--- src/rtl/pwm_timer_pkg.sv ---
package pwm_timer_pkg;
  // strobes issued by the control unit to the datapath
  typedef struct packed {
    logic clear;    // force counter to zero (channel off)
    logic advance;  // ordinary tick: counter + 1
    logic wrap;     // boundary tick: counter to zero, load duty latch
  } ctrlStrobe_t;

  // compare results returned by the datapath
  typedef struct packed {
    logic atPeriod;     // counter equals period value
    logic nextHitsDuty; // counter + 1 equals latched duty
  } dpStatus_t;
endpackage

--- src/rtl/pwm_timer_dp.sv ---
module pwm_timer_dp
  import pwm_timer_pkg::*;
#(
  parameter int CNT_W = 10
) (
  input  logic             clk,
  input  logic             rstN,
  input  ctrlStrobe_t      strobe,
  input  logic [CNT_W-1:0] periodVal,
  input  logic [CNT_W-1:0] dutyVal,
  output dpStatus_t        status,
  output logic [CNT_W-1:0] count
);
  logic [CNT_W-1:0] cntQ;
  logic [CNT_W-1:0] dutyLatch;
  logic [CNT_W-1:0] cntPlusOne;

  assign cntPlusOne = cntQ + CNT_W'(1);

  always_ff @(posedge clk) begin
    if (!rstN) begin
      cntQ      <= '0;
      dutyLatch <= '0;
    end else if (strobe.clear) begin
      cntQ <= '0;
    end else if (strobe.wrap) begin
      cntQ      <= '0;
      dutyLatch <= dutyVal;
    end else if (strobe.advance) begin
      cntQ <= cntPlusOne;
    end
  end

  assign status.atPeriod     = (cntQ == periodVal);
  assign status.nextHitsDuty = (cntPlusOne == dutyLatch);
  assign count               = cntQ;
endmodule

--- src/rtl/pwm_timer_ctrl.sv ---
module pwm_timer_ctrl
  import pwm_timer_pkg::*;
#(
  parameter int CNT_W     = 10,
  parameter int PRE_SEL_W = 3
) (
  input  logic                 clk,
  input  logic                 rstN,
  input  logic                 cntEn,
  input  logic                 chanEnable,
  input  logic [PRE_SEL_W-1:0] preSel,
  input  logic                 flagClear,
  input  logic [CNT_W-1:0]     dutyVal,
  input  dpStatus_t            status,
  output ctrlStrobe_t          strobe,
  output logic                 pwmOut,
  output logic                 periodFlag
);
  localparam int PRE_W = 1 << PRE_SEL_W;

  logic [PRE_W-1:0]   preCnt;
  logic [PRE_W-1:0]   preTerm;
  logic [PRE_W:0]     preSpan;
  logic [PRE_SEL_W:0] preShift;
  logic               tick;
  logic               outQ;
  logic               flagQ;

  // terminal prescaler count: 2^(sel+1) - 1
  assign preShift = {1'b0, preSel} + 1'b1;
  assign preSpan  = ((PRE_W + 1)'(1) << preShift) - (PRE_W + 1)'(1);
  assign preTerm  = preSpan[PRE_W-1:0];
  assign tick     = chanEnable && cntEn && (preCnt >= preTerm);

  always_ff @(posedge clk) begin
    if (!rstN || !chanEnable) preCnt <= '0;
    else if (cntEn)           preCnt <= tick ? '0 : preCnt + 1'b1;
  end

  always_comb begin
    strobe.clear   = !chanEnable;
    strobe.wrap    = tick && status.atPeriod;
    strobe.advance = tick && !status.atPeriod;
  end

  always_ff @(posedge clk) begin
    if (!rstN || !chanEnable)                    outQ <= 1'b0;
    else if (strobe.wrap)                        outQ <= (dutyVal != '0);
    else if (strobe.advance && status.nextHitsDuty) outQ <= 1'b0;
  end

  always_ff @(posedge clk) begin
    if (!rstN)            flagQ <= 1'b0;
    else if (strobe.wrap) flagQ <= 1'b1;
    else if (flagClear)   flagQ <= 1'b0;
  end

  assign pwmOut     = outQ;
  assign periodFlag = flagQ;
endmodule

--- src/rtl/pwm_timer_channel.sv ---
module pwm_timer_channel
  import pwm_timer_pkg::*;
#(
  parameter int CNT_W     = 10,
  parameter int PRE_SEL_W = 3
) (
  input  logic                 clk,
  input  logic                 rstN,
  input  logic                 cntEn,
  input  logic                 chanEnable,
  input  logic [PRE_SEL_W-1:0] preSel,
  input  logic [CNT_W-1:0]     periodVal,
  input  logic [CNT_W-1:0]     dutyVal,
  input  logic                 flagClear,
  output logic [CNT_W-1:0]     count,
  output logic                 pwmOut,
  output logic                 periodFlag
);
  ctrlStrobe_t strobe;
  dpStatus_t   status;

  pwm_timer_ctrl #(.CNT_W(CNT_W), .PRE_SEL_W(PRE_SEL_W)) u_ctrl (
    .clk(clk), .rstN(rstN), .cntEn(cntEn), .chanEnable(chanEnable),
    .preSel(preSel), .flagClear(flagClear), .dutyVal(dutyVal),
    .status(status), .strobe(strobe), .pwmOut(pwmOut), .periodFlag(periodFlag)
  );

  pwm_timer_dp #(.CNT_W(CNT_W)) u_dp (
    .clk(clk), .rstN(rstN), .strobe(strobe), .periodVal(periodVal),
    .dutyVal(dutyVal), .status(status), .count(count)
  );
endmodule

--- config.mk ---
export PLATFORM = sky130hd
export DESIGN_NAME = pwm_timer_channel
export DESIGN_NICKNAME = d
export VERILOG_FILES = /design/src/rtl/pwm_timer_pkg.sv /design/src/rtl/pwm_timer_dp.sv /design/src/rtl/pwm_timer_ctrl.sv /design/src/rtl/pwm_timer_channel.sv
export SDC_FILE = /design/constraint.sdc
export NUM_CORES = 1
export LEC_CHECK = 0
export BUFFER_PORTS_ARGS = -buffer_cell sky130_fd_sc_hd__clkbuf_2
export CORE_ASPECT_RATIO = 0.7
export CORE_MARGIN = 5
export CORE_UTILIZATION = 55
export CTS_CLUSTER_DIAMETER = 80
export DETAILED_ROUTE_END_ITERATION = 12
export GPL_TIMING_DRIVEN = 0
export PLACE_DENSITY = 0.8
export SETUP_SLACK_MARGIN = 0.3
export SYNTH_ARGS = -nofsm -noshare
export SYNTH_HDL_FRONTEND = slang
export SYNTH_HIERARCHICAL = 1
export SYNTH_SLANG_ARGS = --single-unit
--- constraint.sdc ---
create_clock -name clk -period 3.25 [get_ports clk]
set_clock_uncertainty 0.05 [all_clocks]
set_input_delay 0.65 -clock clk [delete_from_list [all_inputs] [get_ports clk]]
set_output_delay 0.65 -clock clk [all_outputs]
set_load 0.05 [all_outputs]
==> out/summary.txt <==
Status: completed
Worst hold path type: reg -> reg
WP buf/inv: 2
DR WL/cell: 12.6 um
Seq pwr share: 53.2%
Synth Instances: 241
Routed WL: 4.23 mm
Achievable Freq: 359 MHz
Area grow syn2layout: 17.4%
Starting Density: 56.7%
Sequential fraction of the synthesis area: 30.3%
Comb power frac: 8.0%
Largest stage delay, worst path: 0.33 ns
WP data arrival: 2.94 ns
# Post-CTS Setup Buffers: 0
Total iterations of the first detailed-routing run: 4
Setup TNS: 0 ns
Vias/cell: 5.29
Fin nets: 325
Power per cell area: 299 nW/um^2
Maximum clock path buffer count: 2
Utilization after layout: 66.6%
Net switching power: 157 uW
Setup Crit Path Kind: in -> reg
Final setup viols: 0
Clock power share: 38.9%
Startpoint Class: input port
CTS clk-pin slew, worst paths: 0.06 ns
Cell Chain, Critical Path: clkbuf_2, nand3_1, ha_1, nand4_1, a21oi_1, a21oi_2, or2_2, nor2_1, clkbuf_2, nand2_1, or3_1, a21oi_1
Ant diodes: 0
CP Capture Type: flop
Hold-fix buffers at CTS: 0
Crit Path Max Fanout: 9
Routed Antenna Nets: 0
DRC viols: 0
Hold Fails Final Rpt: 0
Total chip power: 695 uW
Clock sinks: 30
Pleak: 0.000941 uW
# rows: 18
Core area: 3490 um^2
WP data required: 3.40 ns
Setup WS pre-CTS: -0.0159 ns
Slowest CP cell: or2_2
Slew headroom: 59.9%
Iteration-0 DRC Markers: 99
Min Tclk post-route: 2.78 ns
Total GRT Usage: 18.8%
Slew Limit Fails: 0
DR vias: 1,783
Post-DP HPWL: 3.30 mm
Die ar.: 4920 um^2
Largest net degree at the start of global routing: 11
TritonCTS buffer count: 5
Yosys cell types: 47
Die Width: 81.7 um
Fillers: 296
Switching share of power: 22.5%
Synthesis Warnings: 6
Io pins: 40
Post-synth EDFFs: 0
Async SR Flop Fraction: 0%
Vias in the first global route: 1,590
Syn Nets: 279
Main synth FF type: dfxtp_1
Global-route wire length before repair: 7.08 mm
Total of max-cap violations: 0
Setup repair after global routing missed its margin: false
H-tree depth: 2
Peak supply drop: 246 uV
Initial antenna violation count: 0
Seq cells post-synth: 30
Slew @ Worst Pin: 0.597 ns
Clock Latency Late Sink: 0.27 ns
Hold slack final: 0.421 ns
Synthesized cell area: 1980 um^2
Die height: 60.2 um
Layout cells sized above 1: 22.0%
GP Congestion: 0.910
CTS tree: built
CTS root buf: clkbuf_8
I/O Buffers: 39
Avg Inst Size Synth: 8.21 um^2
Final worst-path cycle share: 85.6%
Cell family with most CP delay: simple AND/OR/NAND/NOR gates
Final Worst Setup Slack: 0.467 ns
Total grt overflow: 0
R2r setup slk: 0.74 ns
Internal power: 538 uW
## cells in the final DEF, fill, tap and decap left out, types with 4 or more instances in the layout
cell      synthesis  layout
a21boi_0         10      10
a21oi_1           6       6
buf_2             4       4
clkbuf_2          0      41
clkbuf_8          0       5
dfxtp_1          30      30
ha_1             10      10
inv_1             7       7
nand2_1          34      34
nand3_1           9       9
nand4_1          10      10
nor2_1           25      25
xnor2_1          17      17
xor2_1           19      19
## layout make-up
class / count / area (um^2) / share of cell area (%)
Buffer: 12 / 75.1 / 3.23
Clock buffer: 5 / 68.8 / 2.96
Clock inverter: 2 / 10.0 / 0.431
Inverter: 7 / 26.3 / 1.13
Multi-Input combinational cell: 192 / 1290 / 55.3
Sequential cell: 30 / 601 / 25.8
Tap cell: 50 / 62.6 / 2.69
Timing Repair Buffer: 39 / 195 / 8.40
## layer usage
layer | global-route usage [%] | vias to the layer above | share of wire (%)
met2 | 26.7 | 63 | 39
met5 | 0 | - | 0
met4 | 5.69 | 0 | 0.45
met1 | 27.1 | 786 | 53
met3 | 5.42 | 2 | 7.7
li1 | - | 932 | -
## state kept, by name, summed over array words and instances, names as in the netlist
register and count:
u_dp/count 10, u_dp/dutyLatch 10, u_ctrl/preCnt 8, u_ctrl/periodFlag 1
u_ctrl/pwmOut 1
## metrics by stage
stage               instance area [um^2]  std cells
floorplan                           1980        241
global placement                    2240        330
detailed placement                  2240        330
CTS                                 2320        337
global route                        2320        337
finish                              2320        337
## power groups by stage
stage	logic (uW)	clock network, uW	registers [uW]
finish	55.4	270	370
global route	62.3	298	369
CTS	55.0	280	369
detailed placement	54.8	0	378
global placement	53.4	0	378
floorplan	26.9	0	377
## kinds of logic after synthesis
logic type,after synthesis,synth area share (%)
AND/OR/NAND/NOR,103,26.2
AO/OA/AOI/OAI,39,14.5
XOR/XNOR,36,15.9
flip-flops,30,30.3
buffers and inverters,19,4.99
adder cells (fa/ha/maj),10,6.32
multiplexers,3,1.52
other,1,0.189
## worst reg2reg max path, cell delays in order (launching register included)
cell and delay (ns):
dfxtp_1 0.34, inv_1 0.10, ha_1 0.23, nand2b_4 0.14, a2111o_1 0.44, a21oi_2 0.22
or2_2 0.19, nor2_1 0.07, nand2b_1 0.06, clkbuf_1 0.33, nand2_1 0.10, a21boi_0 0.16
## path summary, 6_finish.rpt
path | start | to | cells after the start
setup reg to reg | u_ctrl/preCnt[0]$_SDFFE_PP0P_ | u_dp/dutyLatch[4]$_SDFFE_PN0P_ | 11
setup / recovery | preSel[2] | u_dp/count[8]$_SDFFE_PP0P_ | 12
hold / removal | u_dp/dutyLatch[5]$_SDFFE_PN0P_ | u_dp/dutyLatch[5]$_SDFFE_PN0P_ | 2
hold reg to reg | u_dp/dutyLatch[5]$_SDFFE_PN0P_ | u_dp/dutyLatch[5]$_SDFFE_PN0P_ | 2
## synthesized netlist by cell type, types with 2 or more instances
library cell / instances / area, um^2
buf_6: 3 / 33.8
o22ai_1: 2 / 12.5
nand3_1: 9 / 45.0
mux2i_1: 3 / 30.0
clkbuf_1: 5 / 18.8
nand4b_1: 2 / 17.5
nand2_1: 34 / 128
dfxtp_1: 30 / 601
o2111ai_1: 2 / 17.5
nand4_1: 10 / 62.6
a21oi_1: 6 / 30.0
ha_1: 10 / 125
and3_1: 2 / 12.5
nor2_1: 25 / 93.8
a211oi_1: 2 / 15.0
buf_2: 4 / 20.0
xnor2_1: 17 / 149
a21boi_0: 10 / 75.1
nor3_1: 3 / 15.0
nor4_1: 3 / 18.8
nor2b_1: 3 / 18.8
a21o_1: 2 / 15.0
o21ai_0: 4 / 20.0
xor2_1: 19 / 166
inv_1: 7 / 26.3
nand3b_1: 3 / 22.5
## repair_timing
item                       CTS  global route
pin swaps                    0             0
hold endpoints to repair     0             0
setup endpoints to repair    1            11
gates resized for setup      1             4
No activity file was read; power rests on OpenSTA's default activity.
